## src/rtl/pfd_pkg.sv

```systemverilog
package pfd_pkg;
    typedef enum logic [1:0] {
        CP_HIZ  = 2'b00,
        CP_LOW  = 2'b01,
        CP_HIGH = 2'b10
    } cp_code_e;
endpackage

```

## src/rtl/pfd_detector.sv

```systemverilog
module pfd_detector #(
    parameter int RUN_MAX = 5,
    parameter int RUN_W   = 3
) (
    input  logic             clk,
    input  logic             rst_n,
    input  logic             ref_in,
    input  logic             vco_in,
    input  logic             ps_n,
    output logic             up_o,
    output logic             dn_o,
    output logic             both_o,
    output logic [RUN_W-1:0] run_o,
    output logic             lim_o
);
    typedef struct packed {
        logic             ref_prev;
        logic             vco_prev;
        logic             up;
        logic             dn;
        logic [RUN_W-1:0] run;
        logic             lim;
    } det_s;

    det_s q, d;
    logic ref_rise, vco_rise, err;
    logic [RUN_W-1:0] run_now;

    always_comb begin
        d        = q;
        ref_rise = ref_in & ~q.ref_prev;
        vco_rise = vco_in & ~q.vco_prev;
        d.ref_prev = ref_in;
        d.vco_prev = vco_in;
        if (q.up && q.dn) begin
            d.up = 1'b0;
            d.dn = 1'b0;
        end else begin
            d.up = q.up | ref_rise;
            d.dn = q.dn | vco_rise;
        end
        err = q.up ^ q.dn;
        if (!err)
            run_now = '0;
        else if (q.run == RUN_W'(RUN_MAX))
            run_now = q.run;
        else
            run_now = q.run + RUN_W'(1);
        d.run = run_now;
        if (q.lim && q.up && q.dn)
            d.lim = 1'b0;
        if (!ps_n) begin
            d.up  = 1'b0;
            d.dn  = 1'b0;
            d.run = '0;
            d.lim = 1'b1;
        end
    end

    always_ff @(posedge clk or negedge rst_n) begin
        if (!rst_n) q <= '0;
        else        q <= d;
    end

    assign up_o   = q.up;
    assign dn_o   = q.dn;
    assign both_o = q.up & q.dn;
    assign run_o  = run_now;
    assign lim_o  = q.lim;
endmodule

```

## src/rtl/pfd_lockdet.sv

```systemverilog
module pfd_lockdet #(
    parameter int LOCK_CYC   = 2,
    parameter int UNLOCK_CYC = 4,
    parameter int LOCK_RUNS  = 3,
    parameter int RUN_W      = 3,
    localparam int GW        = $clog2(LOCK_RUNS + 1)
) (
    input  logic             clk,
    input  logic             rst_n,
    input  logic [RUN_W-1:0] run_i,
    input  logic             both_i,
    input  logic             ps_n,
    output logic             lock_o
);
    typedef struct packed {
        logic [RUN_W-1:0] worst;
        logic [GW-1:0]    good;
        logic             lock;
    } ld_s;

    ld_s q, d;

    always_comb begin
        d = q;
        if (run_i > q.worst)
            d.worst = run_i;
        if (both_i) begin
            d.worst = '0;
            if (int'(q.worst) <= LOCK_CYC) begin
                if (int'(q.good) < LOCK_RUNS)
                    d.good = q.good + GW'(1);
                if (int'(q.good) + 1 >= LOCK_RUNS)
                    d.lock = 1'b1;
            end else begin
                d.good = '0;
            end
        end
        if (int'(run_i) >= UNLOCK_CYC) begin
            d.lock = 1'b0;
            d.good = '0;
        end
        if (!ps_n) begin
            d.lock  = 1'b1;
            d.good  = '0;
            d.worst = '0;
        end
    end

    always_ff @(posedge clk or negedge rst_n) begin
        if (!rst_n) q <= '0;
        else        q <= d;
    end

    assign lock_o = q.lock;

    // a long error pulse clears lock in the next cycle
    a_r9_unlock_on_long_error: assert property (@(posedge clk) disable iff (!rst_n)
        (ps_n && int'(run_i) >= UNLOCK_CYC) |=> !q.lock);

    // lock is set only at the end of a comparison or by power save
    a_r10_lock_at_compare: assert property (@(posedge clk) disable iff (!rst_n)
        $rose(q.lock) |-> ($past(both_i) || !$past(ps_n)));
endmodule

```

## src/rtl/pfd_outstage.sv

```systemverilog
module pfd_outstage
    import pfd_pkg::*;
#(
    parameter int START_MAX = 3,
    parameter int RUN_W     = 3
) (
    input  logic             up_i,
    input  logic             dn_i,
    input  logic [RUN_W-1:0] run_i,
    input  logic             lim_i,
    input  logic             lock_i,
    input  logic             pol,
    input  logic             ps_n,
    input  logic             zc_n,
    input  logic             mon_sel,
    input  logic             ref_in,
    input  logic             vco_in,
    output logic             up_en,
    output logic             dn_en,
    output logic [1:0]       cp_code,
    output logic             phr,
    output logic             php_pull,
    output logic             lock_o,
    output logic             mon_out
);
    logic clip, pu, pd, hi_c, lo_c, off;

    always_comb begin
        clip = lim_i && (int'(run_i) > START_MAX);
        pu   = up_i & ~clip;
        pd   = dn_i & ~clip;
        hi_c = pol ? (pu & ~pd) : (pd & ~pu);
        lo_c = pol ? (pd & ~pu) : (pu & ~pd);
        off  = !ps_n || !zc_n;
        if (off)       cp_code = CP_HIZ;
        else if (hi_c) cp_code = CP_HIGH;
        else if (lo_c) cp_code = CP_LOW;
        else           cp_code = CP_HIZ;
        up_en    = !off && (pol ? pu : pd);
        dn_en    = !off && (pol ? pd : pu);
        phr      = ps_n && hi_c;
        php_pull = ps_n && hi_c;
        lock_o   = lock_i || !ps_n;
        mon_out  = mon_sel ? (pol ? ref_in : vco_in) : lock_o;
    end
endmodule

```

## src/rtl/pfd_lock_top.sv

```systemverilog
module pfd_lock_top #(
    parameter int LOCK_CYC   = 2,
    parameter int UNLOCK_CYC = 4,
    parameter int LOCK_RUNS  = 3,
    parameter int START_MAX  = 3
) (
    input  logic       clk,
    input  logic       rst_n,
    input  logic       ref_in,
    input  logic       vco_in,
    input  logic       pol,
    input  logic       mon_sel,
    input  logic       ps_n,
    input  logic       zc_n,
    input  logic       cur_sel,
    output logic       up_en,
    output logic       dn_en,
    output logic [1:0] cp_code,
    output logic       phr,
    output logic       php_pull,
    output logic       mon_out,
    output logic       lock_o,
    output logic       cur_sel_o
);
    localparam int RUN_MAX = ((UNLOCK_CYC > START_MAX) ? UNLOCK_CYC : START_MAX) + 1;
    localparam int RUN_W   = $clog2(RUN_MAX + 1);

    logic             det_up, det_dn, det_both, det_lim, lock_q;
    logic [RUN_W-1:0] det_run;

    pfd_detector #(.RUN_MAX(RUN_MAX), .RUN_W(RUN_W)) u_det (
        .clk(clk), .rst_n(rst_n), .ref_in(ref_in), .vco_in(vco_in), .ps_n(ps_n),
        .up_o(det_up), .dn_o(det_dn), .both_o(det_both), .run_o(det_run), .lim_o(det_lim)
    );

    pfd_lockdet #(.LOCK_CYC(LOCK_CYC), .UNLOCK_CYC(UNLOCK_CYC),
                  .LOCK_RUNS(LOCK_RUNS), .RUN_W(RUN_W)) u_lock (
        .clk(clk), .rst_n(rst_n), .run_i(det_run), .both_i(det_both),
        .ps_n(ps_n), .lock_o(lock_q)
    );

    pfd_outstage #(.START_MAX(START_MAX), .RUN_W(RUN_W)) u_out (
        .up_i(det_up), .dn_i(det_dn), .run_i(det_run), .lim_i(det_lim), .lock_i(lock_q),
        .pol(pol), .ps_n(ps_n), .zc_n(zc_n), .mon_sel(mon_sel),
        .ref_in(ref_in), .vco_in(vco_in),
        .up_en(up_en), .dn_en(dn_en), .cp_code(cp_code), .phr(phr),
        .php_pull(php_pull), .lock_o(lock_o), .mon_out(mon_out)
    );

    assign cur_sel_o = cur_sel;

    // overlap lasts one cycle, then the pump is idle
    a_r2_overlap_one_cycle: assert property (@(posedge clk) disable iff (!rst_n)
        (up_en && dn_en) |=> (!up_en && !dn_en));

    // the unused code never appears
    a_r3_code_legal: assert property (@(posedge clk) disable iff (!rst_n)
        cp_code != 2'b11);

    // force-off floats the pump
    a_r6_force_hiz: assert property (@(posedge clk) disable iff (!rst_n)
        !zc_n |-> (cp_code == 2'b00 && !up_en && !dn_en));

    // power save floats the pump and holds lock
    a_r7_powersave: assert property (@(posedge clk) disable iff (!rst_n)
        !ps_n |-> (lock_o && cp_code == 2'b00 && !phr));

    // a start-up pulse beyond its limit does not reach the pump
    a_r8_start_clip: assert property (@(posedge clk) disable iff (!rst_n)
        (det_lim && int'(det_run) > START_MAX) |-> (cp_code == 2'b00 && !up_en && !dn_en));
endmodule

```

## config.mk

```make
export PLATFORM = sky130hd
export DESIGN_NAME = pfd_lock_top
export DESIGN_NICKNAME = d
export VERILOG_FILES = /design/src/rtl/pfd_pkg.sv /design/src/rtl/pfd_detector.sv /design/src/rtl/pfd_lockdet.sv /design/src/rtl/pfd_outstage.sv /design/src/rtl/pfd_lock_top.sv
export SDC_FILE = /design/constraint.sdc
export NUM_CORES = 1
export LEC_CHECK = 0
export CORE_UTILIZATION = 42
export CTS_BUF_LIST = sky130_fd_sc_hd__clkbuf_4 sky130_fd_sc_hd__clkbuf_8 sky130_fd_sc_hd__clkbuf_16
export CTS_CLUSTER_SIZE = 16
export DETAILED_ROUTE_END_ITERATION = 16
export PLACE_DENSITY_LB_ADDON = 0.1
export SETUP_SLACK_MARGIN = 0.5
export SLEW_MARGIN = 25
export SYNTH_ARGS = -nofsm -noshare
export SYNTH_HDL_FRONTEND = slang
export SYNTH_SLANG_ARGS = --single-unit
```

## constraint.sdc

```tcl
create_clock -name clk -period 2.4 [get_ports clk]
set_input_delay 0.24 -clock clk [delete_from_list [all_inputs] [get_ports clk]]
set_output_delay 0.24 -clock clk [all_outputs]
set_load 0.05 [all_outputs]
```

==> out/metrics.cfg, run 1 <==
[grt]
first_global_vias = 689
grt_pass1_wl_um = 3080
antenna_found_initial = 0
grt_usage = 0.195
grt_max_degree = 15
grt_remaining_overflow = 0

[clocking]
cts_buffer_depth = 2
cts_tree = yes
cts_buffers = 3
clk_latency_ps = 260
htreeDepth = 1
clock-root-buffer = clkbuf_4
clk_pin_slew_ps = 80
clock-sinks = 14

[power]
power_w = 0.000520
ir_worst_vdd_mv = 0.456
p_leak_nw = 0.533
p_per_area_mw_per_mm2 = 415

[logic_synthesis]
synth_top_cells_by_area = dfrtp_1, ha_1, a21oi_1
ys_top_cells_by_count = dfrtp_1, a21oi_1, inv_1
synth_top_family_by_area = simple AND/OR/NAND/NOR gates
yosysSeqAreaShare = 0.404
syn-cell-area_um2 = 867
synth_edf_count = 0
synth_warnings = 0
syn_inst = 100
synth.area.mux_share = 0.0245
synthAdderAreaFrac = 0.115
synth_flop_cell = dfrtp_1
syn_nets = 117
syn_avg_cell_area_um2 = 8.67
synth_compound_area_frac = 0.177
yosys.cell_count.top_type = dfrtp_1
synthXorXnorAreaFrac = 0
synth-simple-area-share = 0.205
synth_area_leader_cell = dfrtp_1
ys_types = 26
synth.top_cell.area_share = 0.404
synth_async_sr_flop_share = 1.00
ys_ff_latch = 14

[detailed_routing]
drtAntennaViolNets = 0
avgViaCountPerCell = 5.17
post_drt_wl_per_cell_um = 13.3
first_pass_iters = 4
vias = 765
drt_iter0_drc = 11
wl_um = 1980
drc = 0

[layout]
syn_to_final_growth_pct = 44.4
drive_gt1_frac = 0.339
nFillCells = 172
final_nets = 140
num_antenna_cells = 0
post-route-util = 0.645

[die]
die_w_um = 47.4
fp.dieH_um = 47.4
initial_utilization = 0.447
core_area_mm2 = 0.00194
dieArea_mm2 = 0.00225
num_rows = 16
io_pins = 18

[timing]
rsz0062_at_grt = yes
setup_viol = 0
slew_viol_final = 0
finalCritPeriodShare = 0.818
skew_ps = 1.14
period_minus_slack_ps = 1960
relSlewSlack = 0.590
worst_slew_pin_slew_ps = 612
max_freq_ghz = 0.509
tns_ps = 0
finalHoldViolCount = 0

[place]
place.gp.congestion = 0.768
portBuffers = 15
dp_hpwl_um = 1430

[critical_path]
worstPathRequired_ps = 2600
critPathCaptureType = flop
arrival_ps = 2160
path_max_fanout = 6
crit_type = flop to flop
cp-start-kind = flop

[worst_hold_path]
hp-class = input port to asynchronous set/reset pin

[outcome]
run_status = finished, final reports clean

[flow_run]
cap_violations = 0

[logic make-up (layout without fill, tap and decap cells)]
group | after synthesis | after routing
and+or+nand+nor | 35 | 35
DFF | 14 | 14
muxes | 2 | 2
buffers and inverters | 15 | 36
AOI/OAI and AO/OA | 26 | 26
adders and majority gates | 8 | 8
[critical path, stage by stage (launching register included)]
cell	delay, ps
dfrtp_1	370
inv_1	50
ha_2	200
nand3b_1	190
o211ai_1	140
inv_1	120
ha_4	230
nand3_2	70
o21ai_2	70
or3_1	320
a21oi_1	130
[power by group]
| part | internal [W] | switching (W) |
|---|---|---|
| logic | 0.0000628 | 0.0000750 |
| registers | 0.000245 | 0.0000106 |
| clock network | 0.0000578 | 0.0000685 |
| total | 0.000365 | 0.000154 |
[registers in the layout, summed over array words and instances, names as in the netlist]
| name | flops |
|---|---|
| u_lock.lock_o | 1 |
| u_det.q | 5 |
| u_det.up_o | 1 |
| u_lock.q | 5 |
| u_det.lim_o | 1 |
| u_det.dn_o | 1 |
[timing repair]
item,in CTS,in global routing
buffers inserted,4,1
hold buffers,0,0
gates cloned,0,0
gates resized for setup,15,7
endpoints found under the setup margin,9,9
pin swaps,4,2
[routing by layer]
| layer | share of wire | track usage | vias up | wire length (um) |
|---|---|---|---|---|
| met5 | 0 | 0 | - | 0 |
| met4 | 0.0056 | 0.0171 | 0 | 11 |
| met3 | 0.037 | 0.0491 | 2 | 73 |
| met2 | 0.48 | 0.315 | 15 | 942 |
| li1 | - | - | 387 | - |
| met1 | 0.48 | 0.276 | 361 | 947 |
[worst paths after layout]
| path | to | slack [ps] | depth (start not counted) | start |
|---|---|---|---|---|
| setup / recovery | u_lock.q[3] | 440 | 10 | u_det.q[2] |
| hold / removal | u_det.q[2] | 350 | 1 | rst_n |
| setup reg to reg | u_lock.q[3] | 440 | 10 | u_det.q[2] |
| hold reg to reg | u_det.lim_o | 500 | 2 | u_det.lim_o |
| max in group asynchronous | u_det.up_o | 1610 | 1 | rst_n |
| min in group clk | cur_sel_o | 480 | 0 | cur_sel |
[through the flow]
stage	setup WS [ps]	area [um2]	hold slack, ps	cells
after CTS	431	1210	373	147
after global routing	306	1250	404	148
after global placement	350	1100	467	140
final	437	1250	354	148
after detailed placement	307	1100	470	140
after floorplan	393	908	-55.6	100
[cell usage in the layout, fill, tap and decap left out, types with 2 or more instances in the layout]
cell type	synthesis	final
buf_6	0	2
dfrtp_1	14	12
clkbuf_4	0	3
nand2_1	9	9
o21ai_2	2	3
dfrtp_2	0	2
a21oi_1	13	9
nor2_1	9	8
nand3b_1	3	3
and3_2	2	2
a21oi_2	0	4
ha_4	0	3
or3_1	3	3
clkdlybuf4s50_1	0	8
buf_12	0	3
buf_4	2	7
o21ai_0	6	5
ha_1	8	4
inv_1	12	11
[final cells by class]
class | instances | area, um2 | area share
Sequential cell | 14 | 353 | 0.282
Clock buffer | 3 | 22.5 | 0.0180
Timing Repair Buffer | 21 | 230 | 0.184
Inverter | 12 | 45.0 | 0.0360
Tap cell | 27 | 33.8 | 0.0270
Multi-Input combinational cell | 71 | 568 | 0.454
No activity file was read; power rests on OpenSTA's default activity.
==> run 2: changes to the inputs <==
==> constraint.sdc (replaced) <==
create_clock -name clk -period 1.85 [get_ports clk]
set_input_delay 0.185 -clock clk [delete_from_list [all_inputs] [get_ports clk]]
set_output_delay 0.185 -clock clk [all_outputs]
set_load 0.05 [all_outputs]
==> run 2 against run 1 <==
Compared with the run above:
- the flow now finishes with violations (negative setup slack)
- clock skew rose by 5.9 ps
- via count rose by 4.6%
- count of clock-buffer cells in the layout rose by 1
- clock power rose by 75%
- hold slack got worse by 76 ps
- sequential share of layout area fell by 3.7 points
- register-to-register slack got worse by 650 ps
- setup slack got worse by 650 ps
- non-clock buffer count rose by 3
- highest routed layer unchanged
==> out/metrics.cfg, run 2 (synthesis results as in run 1) <==
[clocking]
clk_pin_slew_ps = 90  ; about the same
cts_tree = yes
clock-root-buffer = clkbuf_4
clk_latency_ps = 290  ; +30 ps
htreeDepth = 1  ; unchanged
cts_buffers = 3  ; unchanged
hold_buffers = 0  ; unchanged
cts_buffer_depth = 2  ; unchanged
clock-sinks = 14  ; unchanged

[layout]
final_nets = 143  ; +2.1%
fin_cells = 152  ; +2.7%
syn_to_final_growth_pct = 65.4
post-route-util = 0.738  ; +0.0934
mostFrequentLayoutCell = dfrtp_1
reg_top3 = u_det.q x5, u_lock.q x5
drive_gt1_frac = 0.408  ; +0.0692
final_area_mm2 = 0.00143  ; +14%
num_antenna_cells = 0  ; unchanged
final_cell_mix = dfrtp_1, inv_1, a21oi_1, buf_12, nand2_1

[place]
dp_hpwl_um = 1530  ; +7.0%
place.gp.congestion = 0.729  ; -5.1%
portBuffers = 15  ; unchanged
post-place-cells = 145  ; +3.6%
place_area_mm2 = 0.00125  ; +14%

[detailed_routing]
drtAntennaViolNets = 0  ; unchanged
drc = 0  ; unchanged
wl_met2_um = 1190  ; +27%
top_layer_used = met4
first_pass_iters = 4  ; unchanged
vias = 800  ; +4.6%
wl_met3_um = 48  ; -34%
avgViaCountPerCell = 5.26  ; +1.8%
post_drt_wl_per_cell_um = 14.1  ; +5.3%
m1WireLength_um = 857  ; -9.5%
drt_iter0_drc = 12  ; +1
wl_um = 2140  ; +8.2%

[grt]
grt_usage = 0.225  ; +0.0299
grt_max_degree = 15  ; unchanged
grt_remaining_overflow = 0  ; unchanged
first_global_vias = 755  ; +9.6%
antenna_found_initial = 0  ; unchanged
grt_pass1_wl_um = 3440  ; +12%

[die]
die_w_um = 47.4  ; unchanged
initial_utilization = 0.447  ; unchanged
fp.dieH_um = 47.4  ; unchanged
num_rows = 16  ; unchanged
io_pins = 18  ; unchanged
dieArea_mm2 = 0.00225  ; unchanged
core_area_mm2 = 0.00194  ; unchanged

[critical_path]
path_max_fanout = 6  ; unchanged
arrival_ps = 2280  ; +120 ps
critPathCaptureType = flop
worstPathRequired_ps = 2060  ; -540 ps
cp-start-kind = flop
crit_type = flop to flop

[timing]
setup_viol = 9  ; +9
slew_viol_final = 0  ; unchanged
worst_slew_pin_slew_ps = 624  ; +11.4 ps
finalCritPeriodShare = 1.12  ; +0.300
finalHoldViolCount = 0  ; unchanged
max_freq_ghz = 0.484  ; -5.1%
rsz0062_at_grt = yes
relSlewSlack = 0.583  ; -0.00764
layout_setup_ws_ps = -217  ; -655 ps
period_minus_slack_ps = 2070  ; +105 ps
skew_ps = 7.04  ; +5.90 ps

[power]
p_leak_nw = 0.592  ; +11%
p_per_area_mw_per_mm2 = 542  ; +31%
ir_worst_vdd_mv = 0.607  ; +33%

[worst_hold_path]
hp-class = input port to asynchronous set/reset pin

[outcome]
run_status = finished, violations left
violations = negative setup slack

[flow_run]
cap_violations = 0  ; unchanged

-- run 2: changes by cell type in the layout (fill, tap and decap cells not counted), sizes merged --
cell / delta
dlygate4sd2: +2
clkdlybuf4s50: -3
buf: +4
clkbuf: +1
-- run 2: cell type report --
cell class                      count  area [um2]
Sequential cell                    14         350
Timing Repair Buffer               24         315
Multi-Input combinational cell     71         653
Inverter                           12        45.0
Tap cell                           27        33.8
Clock buffer                        4        36.3
Fill cell                         143         508
-- run 2: final timing paths --
check | end | cells after the start | startpoint | slack, ps
min in group clk | cur_sel_o | 0 | cur_sel | 370
min | u_lock.lock_o | 1 | rst_n | 280
min reg2reg | u_det.lim_o | 2 | u_det.lim_o | 500
max reg2reg | u_lock.q[4] | 9 | u_det.q[1] | -220
max in group asynchronous | u_det.q[2] | 1 | rst_n | 1160
max | u_lock.q[4] | 9 | u_det.q[1] | -220
-- run 2: timing repair --
item	4_1_cts	5_1_grt
gates resized for setup	15	10
pin swaps	5	5
setup buffers	2	1
setup endpoints to repair	13	15
-- run 2: per-layer routing --
metal,vias to the layer above,global-route usage
li1,390,-
met1,392,0.281
met2,14,0.400
met3,4,0.0226
met4,0,0.0857
met5,-,0
-- run 2: critical path, stage by stage, from the launching register on --
cell	delay [ps]
dfrtp_1	440
ha_4	190
nand3b_1	180
o211ai_1	150
inv_1	130
ha_4	260
nand3_4	90
o21ai_4	80
or3_4	330
a21oi_1	130
-- run 2: metrics by stage --
stage	setup TNS (ps)	setup WS, ps	hold WS [ps]	total power (W)
4_1_cts	-680	-156	301	0.000756
6_report	-1560	-217	279	0.000778
5_1_grt	-2210	-295	334	0.000820
3_5_place_dp	-531	-189	370	0.000521
3_3_place_gp	-335	-128	370	0.000515
2_1_floorplan	-177	-70.5	-111	0.000450
-- run 2: power by group --
group	switching (W)	total [W]	internal [W]
logic	0.000124	0.000230	0.000106
clock network	0.000101	0.000221	0.000120
registers	0.00000971	0.000327	0.000317
total	0.000235	0.000778	0.000543
==> run 3: changes to the inputs <==
--- a/config.mk
+++ b/config.mk
@@ -10,6 +10,7 @@
 export CTS_CLUSTER_SIZE = 16
 export DETAILED_ROUTE_END_ITERATION = 16
 export PLACE_DENSITY_LB_ADDON = 0.1
+export REMOVE_ABC_BUFFERS = 1
 export SETUP_SLACK_MARGIN = 0.5
 export SLEW_MARGIN = 25
 export SYNTH_ARGS = -nofsm -noshare
==> run 3 against run 2 <==
Compared with the run above:
- critical endpoint unchanged
- clock power barely moved
- sequential power barely moved
- critical path depth grew 1
- the run still ends with negative setup slack left
- clock skew decreased by 4.1 ps
- flip-flop and latch count stayed put
- final cell count rose by 5.3%
- routed wire length up 7.6%
==> out/metrics.cfg, run 3 (synthesis results as in run 1) <==
[grt]
antenna_found_initial = 0  ; unchanged
first_global_vias = 795  ; +5.3%
grt_usage = 0.217  ; -0.00835
grt_remaining_overflow = 0  ; unchanged
grt_pass1_wl_um = 3310  ; -4.0%
grt_max_degree = 15  ; unchanged

[timing]
rsz0062_at_grt = yes
period_minus_slack_ps = 2040  ; -28.6 ps
worst_slew_pin_slew_ps = 631  ; +6.80 ps
slew_viol_final = 0  ; unchanged
finalHoldViolCount = 0  ; unchanged
holdWs_ps = 292  ; +13.0 ps
max_freq_ghz = 0.490  ; +1.4%
finalCritPeriodShare = 1.10  ; -0.0154
relSlewSlack = 0.578  ; -0.00455
tns_ps = -1500  ; +58.7 ps
setup_viol = 9  ; unchanged
layout_setup_ws_ps = -189  ; +28.6 ps
skew_ps = 2.97  ; -4.07 ps

[detailed_routing]
first_pass_iters = 4  ; unchanged
drc = 0  ; unchanged
m1WireLength_um = 947  ; +11%
avgViaCountPerCell = 5.30  ; +0.70%
vias = 848  ; +6.0%
drt_iter0_drc = 10  ; -2
wl_um = 2300  ; +7.6%
post_drt_wl_per_cell_um = 14.4  ; +2.2%
drtAntennaViolNets = 0  ; unchanged
wl_met2_um = 1260  ; +5.7%
top_layer_used = met4
wl_met3_um = 46  ; -4.2%

[clocking]
clk_pin_slew_ps = 80  ; about the same
clock-sinks = 14  ; unchanged
cts_buffer_depth = 2  ; unchanged
htreeDepth = 1  ; unchanged
cts_buffers = 3  ; unchanged
clock-root-buffer = clkbuf_4
clk_latency_ps = 280  ; about the same
hold_buffers = 0  ; unchanged
cts_tree = yes

[power]
ir_worst_vdd_mv = 0.434  ; -28%
p_seq_frac = 0.413  ; -0.007
p_switching_w = 0.000237  ; +0.89%
switching_share = 0.298  ; -0.00329
p_int_w = 0.000557  ; +2.5%
p_leak_nw = 0.624  ; +5.3%
power_frac_comb = 0.312  ; +0.016
clockPowerShare = 0.275  ; -0.009
p_per_area_mw_per_mm2 = 529  ; -2.4%

[layout]
final_cell_mix = dfrtp_1, buf_4, inv_1
final_nets = 151  ; +5.6%
nFillCells = 123  ; -14%
syn_to_final_growth_pct = 72.9
ff_latch_area_um2 = 350  ; unchanged
num_antenna_cells = 0  ; unchanged
multi_input_area_um2 = 659  ; +0.96%
drive_gt1_frac = 0.474  ; +0.0657
reg_top3 = u_det.q x5, u_lock.q x5
mostFrequentLayoutCell = dfrtp_1

[place]
place.gp.congestion = 0.863  ; +18%
dp_hpwl_um = 1400  ; -8.8%
portBuffers = 15  ; unchanged

[critical_path]
path_max_fanout = 6  ; unchanged
critPathCaptureType = flop
worstPathRequired_ps = 2060  ; about the same
cp-start-kind = flop
ff2ff_setup_slack_ps = -190  ; +30 ps
crit_type = flop to flop
arrival_ps = 2250  ; -30 ps

[die]
die_w_um = 47.4  ; unchanged
initial_utilization = 0.447  ; unchanged
core_area_mm2 = 0.00194  ; unchanged
fp.dieH_um = 47.4  ; unchanged
dieArea_mm2 = 0.00225  ; unchanged
io_pins = 18  ; unchanged
num_rows = 16  ; unchanged

[worst_hold_path]
hp-class = input port to asynchronous set/reset pin

[outcome]
violations = negative setup slack
run_status = finished, violations left

[flow_run]
cap_violations = 0  ; unchanged

[run 3: cell types whose count changed in the layout (fill, tap and decap cells not counted), sizes merged]
cell | previous run | this run
buf | 17 | 25
[run 3: power by group through the flow]
stage          Combinational (W)  Clock (W)  Sequential (W)
3_3_place_gp            0.000172          0        0.000330
2_1_floorplan          0.0000845          0        0.000332
5_1_grt                 0.000265   0.000237        0.000329
3_5_place_dp            0.000176          0        0.000330
6_report                0.000247   0.000218        0.000328
4_1_cts                 0.000210   0.000226        0.000325
[run 3: worst max-delay path, cell delays in order (launching register included)]
cell	delay (ps)
dfrtp_1	420
ha_4	190
buf_4	140
a21oi_2	200
o21ai_4	100
ha_4	160
inv_1	50
a211oi_2	60
buf_4	150
or3_4	380
a21oi_2	120
[run 3: per-layer routing]
layer | up-vias | GRT usage
met3 | 4 | 0.0226
met1 | 415 | 0.246
met5 | - | 0
li1 | 413 | -
met4 | 0 | 0.120
met2 | 16 | 0.395
[run 3: worst paths after layout]
path | from | to | cells past startpoint
hold reg to reg | u_lock.lock_o | u_lock.lock_o | 1
min in group clk | cur_sel | cur_sel_o | 0
setup / recovery | u_det.q[1] | u_lock.q[4] | 10
max in group asynchronous | rst_n | u_det.lim_o | 1
hold / removal | rst_n | u_det.dn_o | 1
setup reg to reg | u_det.q[1] | u_lock.q[4] | 10
[run 3: cell type report]
class / count / area share
well taps: 27 / 0.0225
multi-input cells: 71 / 0.440
inverters: 12 / 0.0301
flip-flops and latches: 14 / 0.234
repair buffers: 32 / 0.250
clock buffers: 4 / 0.0242
[run 3: what timing repair did]
item                       4_1_cts  5_1_grt
setup endpoints to repair       13       15
gates cloned                     0        0
buffers inserted                 6        3
pin swaps                        8       11
resized for setup               27       20
[run 3: through the flow]
stage,power [W],worst slack [ps],cells,util,instance area (um2)
after global placement,0.000502,-276,147,0.604,1170
after detailed placement,0.000506,-366,147,0.604,1170
after global routing,0.000831,-268,160,0.772,1500
final,0.000793,-189,160,0.772,1500
after CTS,0.000762,-176,157,0.711,1380
after floorplan,0.000417,-239,97,-,848
